[src/rtl/dspt_pkg.sv]
package dspt_pkg;

  // register map
  localparam logic [2:0] A_CTRL = 3'd0;
  localparam logic [2:0] A_TOP  = 3'd1;
  localparam logic [2:0] A_CMPA = 3'd2;
  localparam logic [2:0] A_CMPB = 3'd3;
  localparam logic [2:0] A_CNT  = 3'd4;
  localparam logic [2:0] A_STAT = 3'd5;
  localparam logic [2:0] A_ELAP = 3'd6;
  localparam logic [2:0] A_PRST = 3'd7;

  localparam int CTRL_W = 6;

  typedef struct packed {
    logic       irq_en;
    logic       en_b;
    logic       en_a;
    logic [2:0] sel;
  } ctrl_t;

  // divider codes 1..5 run the counter, all others hold it
  function automatic logic sel_runs(logic [2:0] s);
    return (s >= 3'd1) && (s <= 3'd5);
  endfunction

  // log2 of the clock divide ratio for a divider code
  function automatic logic [3:0] div_shift(logic [2:0] s);
    case (s)
      3'd2:    return 4'd3;
      3'd3:    return 4'd6;
      3'd4:    return 4'd8;
      3'd5:    return 4'd10;
      default: return 4'd0;
    endcase
  endfunction

endpackage

[src/rtl/dspt_prescaler.sv]
module dspt_prescaler
  import dspt_pkg::*;
#(
  parameter int PRE_W = 10
) (
  input  logic       clk,
  input  logic       rst_n,
  input  logic [2:0] sel,
  input  logic       restart,
  output logic       tick
);

  logic [PRE_W-1:0] phase_q;
  logic             running;

  // last phase value of a divide window
  function automatic logic [PRE_W-1:0] last_phase(logic [2:0] s);
    return PRE_W'((32'd1 << div_shift(s)) - 32'd1);
  endfunction

  assign running = sel_runs(sel);
  // ">=" lets a switch to a shorter ratio end the window at once
  assign tick    = running && (phase_q >= last_phase(sel));

  always_ff @(posedge clk) begin
    if (!rst_n) begin
      phase_q <= '0;
    end else if (restart) begin
      phase_q <= '0;
    end else if (running) begin
      phase_q <= tick ? '0 : phase_q + 1'b1;
    end
  end

endmodule

[src/rtl/dspt_updown.sv]
module dspt_updown #(
  parameter int W = 16
) (
  input  logic         clk,
  input  logic         rst_n,
  input  logic         tick,
  input  logic         load,
  input  logic [W-1:0] load_val,
  input  logic [W-1:0] top,
  output logic [W-1:0] cnt,
  output logic         down,
  output logic         bottom_evt
);

  localparam int NW = W + 2;

  logic [W-1:0]  cnt_q;
  logic          down_q;
  logic [NW-1:0] nxt;

  // next state packed as {reaches_zero, down, count}
  function automatic logic [NW-1:0] advance(logic [W-1:0] c, logic d, logic [W-1:0] t);
    if (!d && (c < t)) begin
      return {1'b0, 1'b0, c + 1'b1};
    end else if (c <= W'(1)) begin
      return {1'b1, 1'b0, {W{1'b0}}};
    end else begin
      return {1'b0, 1'b1, c - 1'b1};
    end
  endfunction

  assign nxt        = advance(cnt_q, down_q, top);
  assign bottom_evt = tick && !load && nxt[W+1];
  assign cnt        = cnt_q;
  assign down       = down_q;

  always_ff @(posedge clk) begin
    if (!rst_n) begin
      cnt_q  <= '0;
      down_q <= 1'b0;
    end else if (load) begin
      cnt_q  <= load_val;
      down_q <= 1'b0;
    end else if (tick) begin
      cnt_q  <= nxt[W-1:0];
      down_q <= nxt[W];
    end
  end

endmodule

[src/rtl/dspt_cmp.sv]
module dspt_cmp #(
  parameter int W = 16
) (
  input  logic [W-1:0] cnt,
  input  logic         down,
  input  logic [W-1:0] cmp,
  input  logic         en,
  output logic         pwm
);

  // clears on the match going up, sets on the match going down
  function automatic logic level(logic [W-1:0] c, logic d, logic [W-1:0] m);
    if (m == '0) return 1'b0;
    return d ? (c <= m) : (c < m);
  endfunction

  assign pwm = en && level(cnt, down, cmp);

endmodule

[src/rtl/dualslope_pwm_timer.sv]
module dualslope_pwm_timer
  import dspt_pkg::*;
#(
  parameter int CNT_W = 16,
  parameter int PRE_W = 10
) (
  input  logic             clk,
  input  logic             rst_n,
  input  logic             wr_en,
  input  logic [2:0]       wr_addr,
  input  logic [CNT_W-1:0] wr_data,
  input  logic [2:0]       rd_addr,
  output logic [CNT_W:0]   rd_data,
  output logic             pwm_a,
  output logic             pwm_b,
  output logic             irq
);

  localparam int NCH = 2;
  localparam int EW  = CNT_W + 1;

  ctrl_t                       ctrl_q;
  logic [CNT_W-1:0]            top_buf, top_act;
  logic [NCH-1:0][CNT_W-1:0]   cmp_buf, cmp_act;
  logic                        flag_q;

  // named internal events
  logic             stopped;
  logic             reload;
  logic             cnt_wr;
  logic             flag_clr;
  logic             pre_restart;
  logic             tick;
  logic             bottom_evt;
  logic [CNT_W-1:0] cnt_q;
  logic             dir_down;
  logic [NCH-1:0]   ch_en;
  logic [NCH-1:0]   pwm_vec;

  function automatic logic [EW-1:0] elapsed_of(logic [CNT_W-1:0] c, logic d,
                                               logic [CNT_W-1:0] t);
    return d ? ({t, 1'b0} - {1'b0, c}) : {1'b0, c};
  endfunction

  assign stopped     = !sel_runs(ctrl_q.sel);
  assign reload      = bottom_evt || stopped;
  assign cnt_wr      = wr_en && (wr_addr == A_CNT);
  assign flag_clr    = wr_en && (wr_addr == A_STAT) && wr_data[0];
  assign pre_restart = wr_en && (wr_addr == A_PRST);
  assign ch_en       = {ctrl_q.en_b, ctrl_q.en_a};

  dspt_prescaler #(.PRE_W(PRE_W)) u_pre (
    .clk     (clk),
    .rst_n   (rst_n),
    .sel     (ctrl_q.sel),
    .restart (pre_restart),
    .tick    (tick)
  );

  dspt_updown #(.W(CNT_W)) u_cnt (
    .clk        (clk),
    .rst_n      (rst_n),
    .tick       (tick),
    .load       (cnt_wr),
    .load_val   (wr_data),
    .top        (top_act),
    .cnt        (cnt_q),
    .down       (dir_down),
    .bottom_evt (bottom_evt)
  );

  for (genvar ch = 0; ch < NCH; ch++) begin : g_ch
    dspt_cmp #(.W(CNT_W)) u_cmp (
      .cnt  (cnt_q),
      .down (dir_down),
      .cmp  (cmp_act[ch]),
      .en   (ch_en[ch]),
      .pwm  (pwm_vec[ch])
    );

    always_ff @(posedge clk) begin
      if (!rst_n) begin
        cmp_buf[ch] <= '0;
        cmp_act[ch] <= '0;
      end else begin
        if (reload) cmp_act[ch] <= cmp_buf[ch];
        if (wr_en && (wr_addr == 3'(A_CMPA + ch))) cmp_buf[ch] <= wr_data;
      end
    end
  end

  assign pwm_a = pwm_vec[0];
  assign pwm_b = pwm_vec[1];

  always_ff @(posedge clk) begin
    if (!rst_n) begin
      ctrl_q  <= '0;
      top_buf <= '0;
      top_act <= '0;
    end else begin
      if (reload) top_act <= top_buf;
      if (wr_en && (wr_addr == A_TOP)) top_buf <= wr_data;
      if (wr_en && (wr_addr == A_CTRL)) ctrl_q <= ctrl_t'(wr_data[CTRL_W-1:0]);
    end
  end

  always_ff @(posedge clk) begin
    if (!rst_n) begin
      flag_q <= 1'b0;
    end else if (bottom_evt) begin
      flag_q <= 1'b1;
    end else if (flag_clr) begin
      flag_q <= 1'b0;
    end
  end

  assign irq = flag_q && ctrl_q.irq_en;

  always_comb begin
    case (rd_addr)
      A_CTRL:  rd_data = {{(EW-CTRL_W){1'b0}}, ctrl_q};
      A_TOP:   rd_data = {1'b0, top_buf};
      A_CMPA:  rd_data = {1'b0, cmp_buf[0]};
      A_CMPB:  rd_data = {1'b0, cmp_buf[1]};
      A_CNT:   rd_data = {1'b0, cnt_q};
      A_STAT:  rd_data = {{(EW-1){1'b0}}, flag_q};
      A_ELAP:  rd_data = elapsed_of(cnt_q, dir_down, top_act);
      default: rd_data = '0;
    endcase
  end

endmodule

[config.mk]
export PLATFORM = sky130hd
export DESIGN_NAME = dualslope_pwm_timer
export DESIGN_NICKNAME = d
export VERILOG_FILES = /design/src/rtl/dspt_pkg.sv /design/src/rtl/dspt_prescaler.sv /design/src/rtl/dspt_updown.sv /design/src/rtl/dspt_cmp.sv /design/src/rtl/dualslope_pwm_timer.sv
export SDC_FILE = /design/constraint.sdc
export NUM_CORES = 1
export LEC_CHECK = 0
export ABC_AREA = 1
export BUFFER_PORTS_ARGS = -buffer_cell sky130_fd_sc_hd__buf_2
export CAP_MARGIN = 20
export CORE_MARGIN = 2
export CORE_UTILIZATION = 45
export DETAILED_ROUTE_END_ITERATION = 16
export HOLD_SLACK_MARGIN = 0.05
export PLACE_DENSITY = 0.6
export SYNTH_ARGS = -nofsm -noshare
export SYNTH_HDL_FRONTEND = slang
export SYNTH_SLANG_ARGS = --single-unit
[constraint.sdc]
create_clock -name clk -period 3.7 [get_ports clk]
set_clock_uncertainty 0.2 [all_clocks]
set_input_delay 0.925 -clock clk [delete_from_list [all_inputs] [get_ports clk]]
set_output_delay 0.925 -clock clk [all_outputs]
set_load 0.05 [all_outputs]
Word-level counts from Yosys, hierarchy flattened
Index checks and enable logic that the tools add are counted.

Logic and storage cells: 92. Memory bits (writable): 0. Latch bits: 0. Register bits: 130. Memories: 0. Input bits: 25. Memory bits (read-only): 0.

Equal/unequal tests: 16. Add/sub/neg operators: 5. Muxes and demuxes: 18. Bitwise operators: 1. Shift operators: 1. Divide/modulo/power cells: 0. $mul: 0. Reductions and logical operators: 28. Magnitude comparators: 9.

Operator list (number): 17-bit one-hot mux with 7 select lines (1); 16-bit less-than comparator (3); 18-bit two-way mux (2); 16-bit less-or-equal comparator (2); 16-bit logical NOT (2); 16-bit two-way mux (2); 3-bit equality test, second input constant (8); 3-bit by 2-bit equality test with 1-bit output, second input constant (6); 17-bit two-way mux (1); 17-bit by 16-bit subtractor with 17-bit output (1); 16-bit by 1-bit adder with 16-bit output, second input constant (1); 16-bit by 1-bit less-or-equal comparator with 1-bit output, second input constant (1); 1-bit logical AND (16); 4-bit one-hot mux with 4 select lines (1); 16-bit by 1-bit subtractor with 16-bit output, second input constant (1); 10-bit by 1-bit adder with 10-bit output, second input constant (1); 10-bit greater-or-equal comparator (1); 1-bit two-way mux (10); 10-bit two-way mux (1); 1-bit by 4-bit << shifter with 10-bit output, first input constant (1); 10-bit by 1-bit subtractor with 10-bit output, second input constant (1); 3-bit by 1-bit equality test with 1-bit output, second input constant (2); 3-bit logical NOT (2); 2-bit nonzero test (2); other kinds (6) (9).

Logic depth before layout (Yosys ltp)
Gate-level depths: netlist of run 1.

Depth after elaboration: 9. Depth in mapped cells: 23. Mapped depth without buffers: 22.

Cells and area by module
Synthesis of run 1 repeated with hierarchy kept, for this count alone.

Cells, all modules: 1395. Area total of the unflattened synthesis: 9080.0 µm².

Modules (own cells, without submodules): dualslope_pwm_timer (area each 5215.0 µm², cells an instance 780, instances 1); dspt_updown (area each 2088.3 µm², cells an instance 333, instances 1); dspt_cmp (area each 471.7 µm², cells an instance 77, instances 2); dspt_prescaler (area each 833.3 µm², cells an instance 128, instances 1).

Worst setup path after synthesis of run 1
OpenSTA, ideal clock, no wires.

Kind: input-to-output. Start: in rd_addr[0]. End: out rd_data[8]. Path buffers: 0. Stages on the path: 5. Data required time: 2575 ps. Data arrival time: 2651 ps. Path slack: -76 ps. Cell sequence: inv_1 nand3_1 nor2_1 inv_1 o21ai_0.

Longest elaborated chain between the ends: 2. Elaborated cells between the ends (all ways): 8.

Ends and longest elaborated chain: start, declared (line dualslope_pwm_timer.sv:12) `input logic [2:0] rd_addr,`; 3-bit equality test (tied with other cells) (line dualslope_pwm_timer.sv:120) `case (rd_addr)`; 17-bit one-hot mux with 7 select lines (*) (line dualslope_pwm_timer.sv:120); end, declared (line dualslope_pwm_timer.sv:13) `output logic [CNT_W:0] rd_data,`.

Every way passes the cells marked *; elsewhere a longest branch is shown, timed or not.

Worst setup path in the final report of run 1
Start: in rd_addr[2]. End: out rd_data[1].

Same word-level chain as after synthesis.

==> results of run 1 <==
power by group:
part	leakage [uW]	total [uW]	switching, uW	internal, uW
Sequential	0.00106	1530	54.1	1470
Combinational	0.00358	1670	1100	572
Clock	0.000276	1680	712	968
Total	0.00491	4880	1860	3010
metal layers:
layer | share of wire | vias up | wire [um]
li1 | - | 4634 | -
met5 | 0 | - | 0
met2 | 0.45 | 387 | 14200
met4 | 0.022 | 0 | 703
met1 | 0.45 | 4394 | 14200
met3 | 0.078 | 48 | 2460
worst max path at each step:
stage / startpoint / end / slack (ps) / depth (start not counted)
after floorplan: rd_addr[0] / rd_data[2] / 160 / 5
after global placement: rd_addr[2] / rd_data[6] / 130 / 9
final: rd_addr[2] / rd_data[1] / 110 / 10
after CTS: u_cnt.cnt[2] / rd_data[9] / 4 / 11
after detailed placement: rd_addr[2] / rd_data[6] / 80 / 9
after global routing: u_cnt.cnt[5] / rd_data[11] / -30 / 12
per-stage QoR:
step / hold WS (ps) / setup WS, ps
after global routing: 336 / -28.3
after CTS: 300 / 3.95
after detailed placement: 291 / 78.0
final: 303 / 109
after floorplan: 268 / 163
after global placement: 287 / 129
layout make-up:
| cell class | instances | area (um^2) |
|---|---|---|
| fillers | 2007 | 9040 |
| multi-input cells | 992 | 5720 |
| flip-flops and latches | 130 | 2610 |
| repair buffers | 108 | 778 |
| inverters | 158 | 601 |
| clock buffers | 19 | 453 |
| well taps | 265 | 332 |
| clock inverters | 13 | 128 |
| diodes | 1 | 2.50 |
cells in the final DEF (no fill, tap or decap), types with 4 or more instances in the layout:
| cell | synthesis | final |
|---|---|---|
| o21bai_1 | 6 | 5 |
| nand3_1 | 97 | 93 |
| clkinvlp_4 | 0 | 5 |
| nand2_2 | 4 | 7 |
| clkinv_1 | 6 | 6 |
| a21oi_2 | 31 | 37 |
| nand4_1 | 17 | 17 |
| o22ai_1 | 16 | 16 |
| o211ai_1 | 4 | 4 |
| clkinv_4 | 0 | 6 |
| xor2_1 | 29 | 29 |
| inv_2 | 5 | 6 |
| o21ai_0 | 90 | 81 |
| nor4_1 | 4 | 4 |
| nor2_2 | 2 | 5 |
| nor3_1 | 16 | 14 |
| o221ai_1 | 5 | 5 |
| o21ai_1 | 0 | 9 |
| clkbuf_16 | 0 | 17 |
| nor2_1 | 145 | 141 |
| inv_1 | 147 | 144 |
| a21oi_1 | 145 | 139 |
| dfxtp_1 | 130 | 128 |
| nor2_4 | 4 | 5 |
| ha_1 | 81 | 79 |
| nand3_2 | 0 | 4 |
| a221oi_1 | 11 | 10 |
| buf_4 | 1 | 63 |
| buf_12 | 0 | 4 |
| nand2_1 | 251 | 248 |
| buf_2 | 16 | 36 |
cell usage after synthesis, types with 16 or more instances:
master	count
nand2_1	251
inv_1	147
a21oi_1	145
nor2_1	145
dfxtp_1	130
nand3_1	97
o21ai_0	90
ha_1	81
clkbuf_1	33
a21oi_2	31
xor2_1	29
nand4_1	17
buf_2	16
nor3_1	16
o22ai_1	16
worst min-delay path, cell delays in order, from the launching register on:
cell and delay, ps:
dfxtp_1 330, nand2_1 70, a21oi_1 50
state kept, by name, indices dropped and copies added (netlist names):
signal / flops
u_pre.phase_q: 10
top_buf: 16
u_cnt.cnt: 16
cmp_buf: 32
top_act: 16
cmp_act: 32
u_cnt.down: 1
ch_en: 2
flag_q: 1
ctrl_q: 4
logic make-up (layout without fill, tap and decap cells):
family,count (synthesis),after routing,synth area share
other cells,0,1,0
fa+ha+maj,82,82,0.114
flops,130,130,0.287
simple gates,549,549,0.258
compound gates,329,329,0.213
xor+xnor,32,32,0.0309
buf+inv,219,298,0.0973
what timing repair did:
item	CTS	global route
pin swaps	2	2
hold endpoints to repair	0	0
endpoints found under the setup margin	8	26
resized for setup	12	40
hold buffers	0	0
buffers inserted	0	10
==> impl_metrics.yaml, run 1 <==
global_routing:
  antenna_found_initial: 1
  grt_pass1_wl_mm: 48.4
  grt_pass1_vias: 8601
  use_met2: 0.459
  gr-usage-met3: 0.0556
  overflow: 0
  top_usage_layer: "met2"
  grt_max_degree: 63
  use_met1: 0.405
  grt_usage: 0.292
synth:
  synthesis.nets: 1448
  yosys_warnings: 0
  ys_ff_latch: 130
  synth_ff_type: "dfxtp_1"
  synth_top_area_cell: "dfxtp_1"
  yosysSeqAreaShare: 0.287
  avgSynthCellArea_um2: 6.77
  syn_area_um2: 9080
  synth_cell_types: 49
  synth.top_cell.area_share: 0.287
  synthArstFlopShare: 0
  synth_area_leaders: "dfxtp_1 29%, ha_1 11%, nand2_1 10%, a21oi_1 8.0%, inv_1 6.1%"
  postSynthCellCount: 1341
  synth_edf_count: 0
worst_setup_path:
  arrival_ps: 2470
  crit_buf_inv: 6
  endpoint_kind: "output pin"
  r2r_slack_ps: 440
  r2r_end: "u_cnt.cnt[1]"
  crit_family: "buffers and inverters"
  cp_max_fo: 7
  max_stage_delay_ps: 230
  path_class: "input pin to output pin"
  worstRegToRegCells: 21
  path_cells: "buf_2 > inv_1 > nand3_2 > clkinvlp_4 > buf_2 > buf_4 > nand2_1 > o2111a_1 > o221ai_1 > buf_4"
  startpoint_type: "input pin"
  required_ps: 2570
  reg2reg_from: "ctrl_q[2]"
  critPathSlowestCell: "o2111a_1"
floorplanning:
  boundaryPins: 45
  die_y_um: 146
  dieArea_um2: 21300
  initial_core_util: 0.462
  row_count: 51
  fp.dieW_um: 146
  fp.coreArea_um2: 19700
layout:
  post-route-util: 0.540
  nNetsFinal: 1514
  area_delta_synth_final_pct: 17.0
  drive_gt1_frac: 0.155
  final_cell_count_no_fill: 1686
  final_cell_area_um2: 10600
clock_tree:
  clk_path_buf_depth: 2
  clk_pin_slew_ps: 60
  tritoncts: "yes"
  numCtsBuffers: 17
  htree_levels: 4
  cts_sinks: 130
  cts_root_buffer: "clkbuf_16"
  worstSkewPairLatency_ps: 430
placement:
  dp_hpwl_mm: 23.1
  place_area_um2: 9800
  gp_congestion: 0.945
  dp_cells: 1643
  numPortBuffers: 44
timing:
  grt_setup_unrepaired: "yes"
  period_share: 0.971
  hold_viol_final: 0
  slew_violations: 0
  min_period_ps: 3590
  tns_ps: 0
  tightest_slew_ps: 853
  slew_headroom: 0.429
  fmax_ghz: 0.278
  setup_viol: 0
run:
  maxCapViolCount: 0
pwr:
  peakVddDrop_v: 0.000307
  power_uw: 4880
  power_density_nw_per_um2: 459
  power_leakage_uw: 0.00491
min_path:
  min_path_cells: 2
  holdCritStartpoint: "u_pre.phase_q[0]"
  worstHoldPathType: "register to register"
  hold_end: "u_pre.phase_q[0]"
route:
  ant_nets: 0
  drt-initial-drc-count: 861
  drcViolationCount: 0
  drt-pass1-iter-count: 5
  routedWlPerCell_um: 18.7
  routed_wl_mm: 31.5
  vias: 9463
  viasPerCell: 5.61
outcome:
  outcome: "complete, no violations"
Note: power is estimated with default switching activity, not from simulation.
==> inputs of run 2 (changes only) <==
Clock period 3.7 ns to 4 ns, I/O delays scaled along.
==> run 2 against run 1 <==
  * Via count fell by 1.6%
  * Non-clock buffer count fell by 22
  * Total power fell by 6.5%
  * Sequential cell count did not move
  * Critical path depth rose by 4
  * Largest power group unchanged
  * Die area did not move
  * Worst setup slack got worse by 15 ps
  * Sequential share of layout area rose by 0.64 points
==> impl_metrics.yaml, run 2 (synthesized netlist as in run 1, its figures left out) <==
outcome:
  outcome: "complete, no violations"
layout:
  post-route-util: 0.526
  final_cell_count_no_fill: 1664
  area_delta_synth_final_pct: 13.9
  drive_gt1_frac: 0.123
  mostFrequentLayoutCells: "249 x nand2_1, 147 x inv_1, 143 x a21oi_1"
  nNetsFinal: 1492
  fill_cells: 2054
  largestRegisters: "cmp_act: 32 flops, cmp_buf: 32 flops"
  mostFrequentLayoutCell: "nand2_1"
clock_tree:
  postCtsHoldBufs: 0
  clk_pin_slew_ps: 60
  tritoncts: "yes"
  clk_path_buf_depth: 2
  htree_levels: 4
  cts_root_buffer: "clkbuf_16"
  worstSkewPairLatency_ps: 430
  cts_sinks: 130
  numCtsBuffers: 17
route:
  viasPerCell: 5.60
  routedWlPerCell_um: 18.4
  drt-initial-drc-count: 850
  routed_wl_mm: 30.6
  vias: 9316
  drcViolationCount: 0
  ant_nets: 0
  drt-pass1-iter-count: 5
pwr:
  peakVddDrop_v: 0.000436
  power_density_nw_per_um2: 441
  power_uw: 4560
  power_leakage_uw: 0.00481
floorplanning:
  initial_core_util: 0.462
  row_count: 51
  dieArea_um2: 21300
  boundaryPins: 45
  die_y_um: 146
  fp.dieW_um: 146
  fp.coreArea_um2: 19700
timing:
  fmax_ghz: 0.256
  fin_ws_ps: 94.0
  setup_viol: 0
  grt_setup_unrepaired: "yes"
  hold_viol_final: 0
  period_share: 0.977
  min_period_ps: 3910
  tightest_slew_ps: 909
  tns_ps: 0
  slew_headroom: 0.392
  slew_violations: 0
global_routing:
  grt_pass1_vias: 8440
  grt_usage: 0.284
  grt_max_degree: 60
  antenna_found_initial: 1
  overflow: 0
  grt_pass1_wl_mm: 47.4
worst_setup_path:
  r2r_end: "top_act[1]"
  crit_family: "simple AND/OR/NAND/NOR gates"
  max_stage_delay_ps: 450
  reg2reg_from: "ctrl_q[2]"
  required_ps: 2800
  r2r_slack_ps: 380
  endpoint_kind: "output pin"
  startpoint_type: "register"
  path_cells: "inv_1 > fa_1 > inv_1 > nand3_1 > nand3_1 > nand3_1 > nand3_1 > nand2_1 > nand2_2 > a21oi_1 > o21ai_1 > nand2_1 > nand2_1 > clkbuf_4"
  crit_top_cell: "nand3_1"
  worstRegToRegCells: 18
  arrival_ps: 2710
  crit_start: "top_act[0]"
  cp_max_fo: 3
  crit_buf_inv: 3
  cp_num_cells: 14
  path_class: "register to output pin"
  critPathSlowestCell: "fa_1"
placement:
  dp_hpwl_mm: 22.6
  gp_congestion: 0.945
  dp_cells: 1630
  pre_cts_slack_ps: 226
  numPortBuffers: 44
min_path:
  hold_end: "u_pre.phase_q[0]"
  worstHoldPathType: "register to register"
  holdCritStartpoint: "u_pre.phase_q[0]"
  min_path_cells: 2
run:
  maxCapViolCount: 0
run 2: cell count changes in the layout (fill, tap and decap cells not counted), moves of 7 or more:
cell	change
buf_2	+7
buf_4	-24
o21ai_0	+8
o21ai_1	-8
run 2: metal layers:
metal	vias to the layer above	part of all wire	GRT usage
li1	4594	-	-
met1	4252	0.46	0.400
met2	406	0.43	0.430
met3	64	0.082	0.0606
met4	0	0.030	0.0990
met5	-	0	0
run 2: stage by stage:
step	hold WS, ps	instance area (um^2)
after floorplan	268	9080
after global placement	289	9690
after detailed placement	300	9690
after CTS	307	10300
after global routing	334	10300
final	305	10300
run 2: worst max path at each step:
stage	to	slack, ps
after floorplan	rd_data[8]	70
after global placement	rd_data[5]	320
after detailed placement	rd_data[6]	230
after CTS	rd_data[14]	40
after global routing	rd_data[12]	-20
final	rd_data[12]	90
run 2: power breakdown:
| group | switching [uW] | internal (uW) |
|---|---|---|
| Clock | 619 | 1050 |
| Sequential | 51.4 | 1360 |
| Combinational | 985 | 494 |
run 2: what timing repair did:
item / 4_1_cts / 5_1_grt
setup endpoints to repair: 0 / 15
setup buffers: 0 / 1
gates resized for setup: 0 / 9
run 2: area by class of cell:
cell class,count,area [um^2],area share
Multi-Input combinational cell,992,5620,0.543
Sequential cell,130,2600,0.252
Inverter,158,593,0.0574
Timing Repair Buffer,86,576,0.0557
Clock buffer,20,437,0.0422
Tap cell,265,332,0.0321
Clock inverter,12,183,0.0177
Antenna cell,1,2.50,0.000242
run 2: worst reg2reg max path, cell delays in order (launching register included):
cell and delay [ps]:
dfxtp_1 450, inv_2 130, ha_1 370, nand2_1 140, nor4_1 60, nand2_1 90, o2111ai_1 120, o21bai_1 190
ha_1 300, nand2_1 70, nor2_1 100, nand3_1 80, nand3_1 90, nand2_1 120, nor2_4 140, nand3_4 330
buf_12 330, a21oi_1 170, nor2_1 60
